### src/rtl/dclk_pkg.sv
package dclk_pkg;

   typedef enum logic [1:0] {
      ST_IDLE,
      ST_PREP,
      ST_SWEEP,
      ST_FIN
   } top_st_e;

   typedef enum logic [1:0] {
      PH_IDLE,
      PH_SCALE,
      PH_DIV,
      PH_HOLD
   } pre_ph_e;

   localparam int unsigned CODE_W = 8;
   localparam int unsigned EXP_W  = 4;

   function automatic logic [63:0] abs_gap(input logic [63:0] a, input logic [63:0] b);
      return (a >= b) ? (a - b) : (b - a);
   endfunction

endpackage

### src/rtl/dclk_prescale.sv
module dclk_prescale
   import dclk_pkg::*;
#(
   parameter int unsigned TW       = 32,
   parameter int unsigned RW       = 5,
   parameter int unsigned FLOOR_HZ = 100000000,
   parameter int unsigned REF_HZ   = 14318180
) (
   input  logic             clk,
   input  logic             rst_n,
   input  logic             load,
   input  logic [TW-1:0]    target,
   output logic             fin,
   output logic [TW-1:0]    ft,
   output logic [EXP_W-1:0] expo,
   output logic [RW-1:0]    ratio,
   output logic [TW-1:0]    rem
);

   pre_ph_e ph;

   assign fin = (ph == PH_DIV) && (rem < TW'(REF_HZ));

   always_ff @(posedge clk or negedge rst_n) begin
      if (!rst_n) begin
         ph    <= PH_IDLE;
         ft    <= '0;
         expo  <= '0;
         ratio <= '0;
         rem   <= '0;
      end else if (load) begin
         ph    <= PH_SCALE;
         ft    <= target;
         expo  <= '0;
         ratio <= '0;
         rem   <= '0;
      end else begin
         case (ph)
            PH_SCALE: begin
               if (ft < TW'(FLOOR_HZ)) begin
                  ft   <= ft << 1;
                  expo <= expo + EXP_W'(1);
               end else begin
                  rem   <= ft;
                  ratio <= '0;
                  ph    <= PH_DIV;
               end
            end
            PH_DIV: begin
               if (rem >= TW'(REF_HZ)) begin
                  rem   <= rem - TW'(REF_HZ);
                  ratio <= ratio + RW'(1);
               end else begin
                  ph <= PH_HOLD;
               end
            end
            default: ph <= ph;
         endcase
      end
   end

   a_r4_scaled_above_floor: assert property (@(posedge clk) disable iff (!rst_n)
      (ph == PH_DIV) |-> (ft >= TW'(FLOOR_HZ)));

   a_r5_rem_shrinks: assert property (@(posedge clk) disable iff (!rst_n)
      (ph == PH_DIV && !load && rem >= TW'(REF_HZ)) |=> (rem < $past(rem)));

endmodule

### src/rtl/dclk_mstep.sv
module dclk_mstep #(
   parameter int unsigned TW     = 32,
   parameter int unsigned NW     = 9,
   parameter int unsigned MW     = 13,
   parameter int unsigned RW     = 5,
   parameter int unsigned REF_HZ = 14318180
) (
   input  logic          clk,
   input  logic          rst_n,
   input  logic          clear,
   input  logic          step,
   input  logic [RW-1:0] ratio,
   input  logic [TW-1:0] rem,
   output logic [NW-1:0] n,
   output logic [MW-1:0] m
);

   logic [TW-1:0] acc;
   logic [TW:0]   sum;
   logic          wrap;

   assign sum  = {1'b0, acc} + {1'b0, rem};
   assign wrap = (sum >= (TW+1)'(REF_HZ));

   always_ff @(posedge clk or negedge rst_n) begin
      if (!rst_n) begin
         n   <= '0;
         m   <= '0;
         acc <= '0;
      end else if (clear) begin
         n   <= '0;
         m   <= '0;
         acc <= '0;
      end else if (step) begin
         n <= n + NW'(1);
         if (wrap) begin
            acc <= TW'(sum - (TW+1)'(REF_HZ));
            m   <= m + MW'(ratio) + MW'(1);
         end else begin
            acc <= sum[TW-1:0];
            m   <= m + MW'(ratio);
         end
      end
   end

   a_r5_acc_below_ref: assert property (@(posedge clk) disable iff (!rst_n)
      acc < TW'(REF_HZ));

   a_r5_n_advances: assert property (@(posedge clk) disable iff (!rst_n)
      (step && !clear) |=> (n == $past(n) + NW'(1)));

endmodule

### src/rtl/dclk_score.sv
module dclk_score
   import dclk_pkg::*;
#(
   parameter int unsigned TW      = 32,
   parameter int unsigned NW      = 9,
   parameter int unsigned MW      = 13,
   parameter int unsigned REF_HZ  = 14318180,
   parameter int unsigned M_MIN   = 3,
   parameter int unsigned M_MAX   = 257,
   parameter int unsigned LOOP_SH = 2
) (
   input  logic          clk,
   input  logic          rst_n,
   input  logic          clear,
   input  logic          eval,
   input  logic [TW-1:0] ft,
   input  logic [NW-1:0] n,
   input  logic [MW-1:0] m,
   output logic          best_ok,
   output logic [NW-1:0] best_n,
   output logic [MW-1:0] best_m
);

   localparam int unsigned M_EXT = M_MAX << LOOP_SH;

   logic [MW-1:0] m_eff;
   logic [63:0]   lhs, rhs, err, best_err;
   logic          in_rng, better;

   generate
      if (LOOP_SH > 0) begin : g_coarse
         localparam logic [MW-1:0] LOW_MASK = MW'((1 << LOOP_SH) - 1);
         assign m_eff = (m > MW'(M_MAX)) ? (m & ~LOW_MASK) : m;
      end else begin : g_plain
         assign m_eff = m;
      end
   endgenerate

   assign in_rng = (m >= MW'(M_MIN)) && (m <= MW'(M_EXT));
   assign lhs    = 64'(ft) * 64'(n);
   assign rhs    = 64'(REF_HZ) * 64'(m_eff);
   assign err    = abs_gap(lhs, rhs);
   assign better = eval && in_rng && (!best_ok || err < best_err);

   always_ff @(posedge clk or negedge rst_n) begin
      if (!rst_n) begin
         best_ok  <= 1'b0;
         best_n   <= '0;
         best_m   <= '0;
         best_err <= '0;
      end else if (clear) begin
         best_ok  <= 1'b0;
         best_n   <= '0;
         best_m   <= '0;
         best_err <= '0;
      end else if (better) begin
         best_ok  <= 1'b1;
         best_n   <= n;
         best_m   <= m;
         best_err <= err;
      end
   end

   a_r6_best_m_legal: assert property (@(posedge clk) disable iff (!rst_n)
      best_ok |-> (best_m >= MW'(M_MIN) && best_m <= MW'(M_EXT)));

   a_r5_error_never_rises: assert property (@(posedge clk) disable iff (!rst_n)
      (best_ok && !clear) |=> (best_err <= $past(best_err)));

endmodule

### src/rtl/dclk_pll_search.sv
module dclk_pll_search
   import dclk_pkg::*;
#(
   parameter int unsigned TW       = 32,
   parameter int unsigned REF_HZ   = 14318180,
   parameter int unsigned FMIN_HZ  = 3125000,
   parameter int unsigned FMAX_HZ  = 220000000,
   parameter int unsigned FLOOR_HZ = 100000000,
   parameter int unsigned N_MIN    = 3,
   parameter int unsigned N_MAX    = 257,
   parameter int unsigned M_MIN    = 3,
   parameter int unsigned M_MAX    = 257,
   parameter int unsigned LOOP_SH  = 2
) (
   input  logic          clk,
   input  logic          rst_n,
   input  logic          start,
   input  logic [TW-1:0] target_hz,
   output logic          busy,
   output logic          done,
   output logic          range_err,
   output logic          no_sol,
   output logic [7:0]    m_code,
   output logic [7:0]    n_code,
   output logic [7:0]    div_code
);

   localparam int unsigned FT_MAX    = (FMAX_HZ > 2*FLOOR_HZ) ? FMAX_HZ : 2*FLOOR_HZ;
   localparam int unsigned RATIO_MAX = FT_MAX / REF_HZ;
   localparam int unsigned RW        = $clog2(RATIO_MAX + 2);
   localparam int unsigned NW        = $clog2(N_MAX + 1);
   localparam int unsigned MW        = $clog2(N_MAX * (RATIO_MAX + 1) + 1);

   generate
      if (N_MIN < 2 || M_MIN < 2 || N_MAX > 257 || M_MAX > 257 ||
          REF_HZ >= FLOOR_HZ || FMIN_HZ == 0 || FMIN_HZ > FMAX_HZ) begin : g_bad_params
         $error("dclk_pll_search: illegal parameter set");
      end
   endgenerate

   top_st_e          st;
   logic             accept, reject, pre_fin;
   logic [TW-1:0]    ft, rem;
   logic [EXP_W-1:0] expo;
   logic [RW-1:0]    ratio;
   logic [NW-1:0]    n, best_n;
   logic [MW-1:0]    m, best_m, m_fin;
   logic             best_ok, step, eval, last, wide_m;

   assign reject = (target_hz > TW'(FMAX_HZ)) || (target_hz < TW'(FMIN_HZ));
   assign accept = (st == ST_IDLE) && start && !reject;
   assign step   = (st == ST_SWEEP);
   assign eval   = step && (n >= NW'(N_MIN));
   assign last   = step && (n == NW'(N_MAX));
   assign busy   = (st != ST_IDLE);
   assign wide_m = (best_m > MW'(M_MAX));
   assign m_fin  = wide_m ? (best_m >> LOOP_SH) : best_m;

   dclk_prescale #(.TW(TW), .RW(RW), .FLOOR_HZ(FLOOR_HZ), .REF_HZ(REF_HZ)) u_pre (
      .clk(clk), .rst_n(rst_n), .load(accept), .target(target_hz),
      .fin(pre_fin), .ft(ft), .expo(expo), .ratio(ratio), .rem(rem)
   );

   dclk_mstep #(.TW(TW), .NW(NW), .MW(MW), .RW(RW), .REF_HZ(REF_HZ)) u_step (
      .clk(clk), .rst_n(rst_n), .clear(pre_fin), .step(step),
      .ratio(ratio), .rem(rem), .n(n), .m(m)
   );

   dclk_score #(.TW(TW), .NW(NW), .MW(MW), .REF_HZ(REF_HZ), .M_MIN(M_MIN),
                .M_MAX(M_MAX), .LOOP_SH(LOOP_SH)) u_score (
      .clk(clk), .rst_n(rst_n), .clear(pre_fin), .eval(eval), .ft(ft), .n(n), .m(m),
      .best_ok(best_ok), .best_n(best_n), .best_m(best_m)
   );

   always_ff @(posedge clk or negedge rst_n) begin
      if (!rst_n) begin
         st        <= ST_IDLE;
         done      <= 1'b0;
         range_err <= 1'b0;
         no_sol    <= 1'b0;
         m_code    <= '0;
         n_code    <= '0;
         div_code  <= '0;
      end else begin
         done <= 1'b0;
         case (st)
            ST_IDLE: begin
               if (start) begin
                  m_code    <= '0;
                  n_code    <= '0;
                  div_code  <= '0;
                  no_sol    <= 1'b0;
                  range_err <= reject;
                  done      <= reject;
                  if (!reject) st <= ST_PREP;
               end
            end
            ST_PREP:  if (pre_fin) st <= ST_SWEEP;
            ST_SWEEP: if (last) st <= ST_FIN;
            default: begin
               st   <= ST_IDLE;
               done <= 1'b1;
               if (best_ok) begin
                  m_code   <= 8'(m_fin - MW'(2));
                  n_code   <= 8'(best_n - NW'(2));
                  div_code <= {expo, 1'b0, !wide_m, 2'b00};
               end else begin
                  no_sol <= 1'b1;
               end
            end
         endcase
      end
   end

   a_r8_done_single_cycle: assert property (@(posedge clk) disable iff (!rst_n)
      done |=> !done);

   a_r8_busy_done_apart: assert property (@(posedge clk) disable iff (!rst_n)
      !(busy && done));

   a_r2_error_clears_codes: assert property (@(posedge clk) disable iff (!rst_n)
      range_err |-> (m_code == 8'd0 && n_code == 8'd0 && div_code == 8'd0 && !no_sol));

   a_r7_divisor_spare_bits: assert property (@(posedge clk) disable iff (!rst_n)
      done |-> (div_code[3] == 1'b0 && div_code[1:0] == 2'b00));

   a_r9_start_while_busy: assert property (@(posedge clk) disable iff (!rst_n)
      (busy && start) |=> (busy || done));

   a_r10_results_hold: assert property (@(posedge clk) disable iff (!rst_n)
      (!busy && !start) |=> ($stable(m_code) && $stable(n_code) && $stable(div_code)));

endmodule

### config.mk
export PLATFORM = sky130hd
export DESIGN_NAME = dclk_pll_search
export DESIGN_NICKNAME = d
export VERILOG_FILES = /design/src/rtl/dclk_pkg.sv /design/src/rtl/dclk_prescale.sv /design/src/rtl/dclk_mstep.sv /design/src/rtl/dclk_score.sv /design/src/rtl/dclk_pll_search.sv
export SDC_FILE = /design/constraint.sdc
export NUM_CORES = 2
export LEC_CHECK = 0
export ABC_AREA = 1
export ABC_CLOCK_PERIOD_IN_PS = 23100
export CORE_ASPECT_RATIO = 1.4
export CORE_MARGIN = 2
export CORE_UTILIZATION = 40
export CTS_BUF_LIST = sky130_fd_sc_hd__clkbuf_4
export CTS_CLUSTER_SIZE = 16
export DETAILED_ROUTE_END_ITERATION = 8
export PLACE_DENSITY = 0.56
export SLEW_MARGIN = 20
export SYNTH_ARGS = -nofsm -noshare
export SYNTH_HDL_FRONTEND = slang
export SYNTH_SLANG_ARGS = --single-unit
### constraint.sdc
create_clock -name clk -period 23.1 [get_ports clk]
set_clock_uncertainty 0.05 [all_clocks]
set_input_delay 4.62 -clock clk [delete_from_list [all_inputs] [get_ports clk]]
set_output_delay 4.62 -clock clk [all_outputs]
set_load 0.1 [all_outputs]
==> summary.txt <==
Routed vias/inst - 5.103
Post-route ant nets - 0
Post-Synth Simple-Gate Area - 26.75%
Synth async-reset ratio - 100.0%
Max Root-Sink Buffers - 3
Post-synth EDFFs - 0
Initial antenna violation count - 5
Layout area overhead - 6.883%
Top cells by count, synth - 1526 x nand2_1, 1066 x inv_1, 346 x ha_1
Final TNS setup - 0 ps
Standard-cell row count - 128
Core Footprint - 87120 sq um
Hold_buf cts - 0
Iteration count of the initial detailed-routing pass - 7
Mapped Area - 35190 sq um
CTS buffer count - 66
Worst Hold End - n_code[1]
Root buffer cell - clkbuf_4
Clock slew at reported path FFs - 70 ps
Starting DRT DRC Count - 2103
Layout cells sized above 1 - 3.431%
Setup crit end kind - flop
Compound-cell area share of the yosys netlist - 10.54%
Worst-path fanout max - 56
M1 wire length - 45.14 mm
H-tree depth - 3
Fmax - 82.29 MHz
RD Place Congestion - 1.032
Die width - 254.7 um
DIE AREA - 90410 sq um
Largest family of logic cells by synthesized area - adder cells
Outcome - finished clean
Post-cts resize count - 0
Wirelength per Cell - 18.54 um
Worst Hold Class - flop to flop
Overall routed net length - 119.1 mm
CP required - 23800 ps
Share of the synthesized area in the top cell type - 17.75%
Hold path cells - 1
Ys flop type - dfrtp_1
Synth Warn # - 0
Worst Max-Slew Pin Slew - 1017 ps
Final Max Tran Viols - 0
Via Count - 32.77k
CP max stage delay - 610 ps
Worst R2R Start - u_step.m[5]
Area contributors post-synth - fa_1 18%, nand2_1 16%, dfrtp_1 16%, ha_1 12%, inv_1 11%
DR WL met3 - 4.313 mm
CTS Sinks - 219
Worst slack at placement - 10920 ps
First-pass GRT wire length - 186.3 mm
Largest net degree at the start of global routing - 71
Synth area leader - fa_1
Final worst slack - 10950 ps
Max cap viols - 0
Congestion Overflow GR - 0
Most frequent cell after synthesis - nand2_1
Post-route DRC - 0
Synth Area in XOR/XNOR - 3.758%
Met2 Routed Length - 61.11 mm
GRT Total Usage - 26.77%
Post-CTS setup buffers - 0
Mean area per synthesized cell - 6.762 sq um
Worst slew margin - 31.55%
Period minus WS final - 12150 ps
CTS tree - built
Final Setup Violations - 0
Register Area - 5487 sq um
IO Count - 63
Area of the multi-input gates - 25050 sq um
Clk_lat worst skew - 900 ps
Synth Register Bits - 219
Min-delay src - u_score.best_n[1]
Critical path class - flop to flop
Synth Area in Adders - 30.05%
NumNets Final - 5896
CP arrival - 12850 ps
Minimum hold slack - 420.0 ps
Top Layer Used - met5
Unrepaired setup endpoints after global routing - no
Critical path's slowest cell - dfrtp_1
PortBufs - 59
Register-to-Register Path Depth - 54
Fin crit share - 52.61%
Sequential fraction of the synthesis area - 15.57%
Cell count after synthesis - 5205
Reg2reg setup slack - 10950 ps
HPWL Detailed - 98.49 mm
Fin. Hold Viols - 0
Crit-path most repeated cell - nand2_1
Cell variety after synth - 55
Mux contribution to synthesized area - 0%
Die Ht - 355.0 um
Critical path startpoint category - flop
Filler instances - 9460
Reg2reg end - u_score.best_err[0]
Initial Util - 40.40%
Vias in the first global route - 33.72k
==> worst max-delay path, delay by kind of cell (launching register included) <==
kind            cells  cell delay, ps
simple gates       20            2490
compound gates     16            3140
buf+inv             9            2100
flops               1             610
fa+ha+maj           9            3580
==> worst max path at each step <==
stage,startpoint,end,slack (ps),cells after the start
2_1_floorplan,u_step.m[6],u_score.best_err[10],13630,53
3_3_place_gp,u_step.m[5],u_score.best_err[36],11200,58
3_5_place_dp,u_step.m[5],u_score.best_err[29],10920,58
4_1_cts,u_step.m[5],u_score.best_err[0],10900,54
5_1_grt,u_step.m[11],u_score.best_err[0],9810,56
6_report,u_step.m[5],u_score.best_err[0],10950,54
==> routing by layer <==
layer / global-route usage (%) / vias up
li1: - / 16154
met1: 29.03 / 15483
met2: 49.11 / 794
met3: 2.999 / 332
met4: 16.81 / 2
met5: 0 / -
==> layout make-up <==
type	instances	area share, %
Clock inverter	22	0.2861
Clock buffer	90	1.796
Antenna cell	4	0.02661
Tap cell	1170	3.892
Inverter	1072	10.70
Sequential cell	219	14.59
Timing Repair Buffer	86	2.122
Multi-Input combinational cell	3758	66.59
==> kinds of logic after synthesis <==
group / count (synthesis)
flops: 219
buf+inv: 1230
fa+ha+maj: 658
simple gates: 2295
xor+xnor: 151
other cells: 1
compound gates: 651
==> cells in the final DEF, fill, tap and decap left out, types with 22 or more instances in the layout <==
cell type / instances
nand2_1: 1526
inv_1: 1066
ha_1: 346
nor2_1: 322
fa_1: 312
nand3_1: 266
a21oi_1: 240
o21ai_0: 223
dfrtp_1: 214
xor2_1: 109
clkbuf_4: 90
nand4_1: 86
clkdlybuf4s50_1: 58
xnor2_1: 42
nor3_1: 27
buf_4: 27
o21bai_1: 26
o22ai_1: 22
==> state kept, by name, indices dropped and copies added (netlist names) <==
| signal | flops |
|---|---|
| u_step.acc | 32 |
| u_step.n | 9 |
| u_step.m | 13 |
| m_code | 8 |
| div_code | 5 |
| u_score.best_err | 42 |
| no_sol | 1 |
| range_err | 1 |
| n_code | 8 |
| u_score.best_m | 13 |
| u_pre.rem | 32 |
| u_score.best_ok | 1 |
| u_score.best_n | 8 |
| u_pre.ph | 2 |
| u_pre.ft | 32 |
| u_pre.ratio | 5 |
| st | 2 |
| done | 1 |
| u_pre.expo | 4 |
==> per-stage QoR <==
| stage | util (%) | cells | instance area (sq um) |
|---|---|---|---|
| after floorplan | - | 5207 | 35200 |
| after global placement | 42.27 | 6305 | 36820 |
| after detailed placement | 42.27 | 6305 | 36820 |
| after CTS | 43.16 | 6417 | 37610 |
| after global routing | 43.17 | 6419 | 37610 |
| final | 43.18 | 6421 | 37620 |
Power is not shown: default switching activity piles up to over one toggle a cycle in this logic, so the estimate is an artifact.
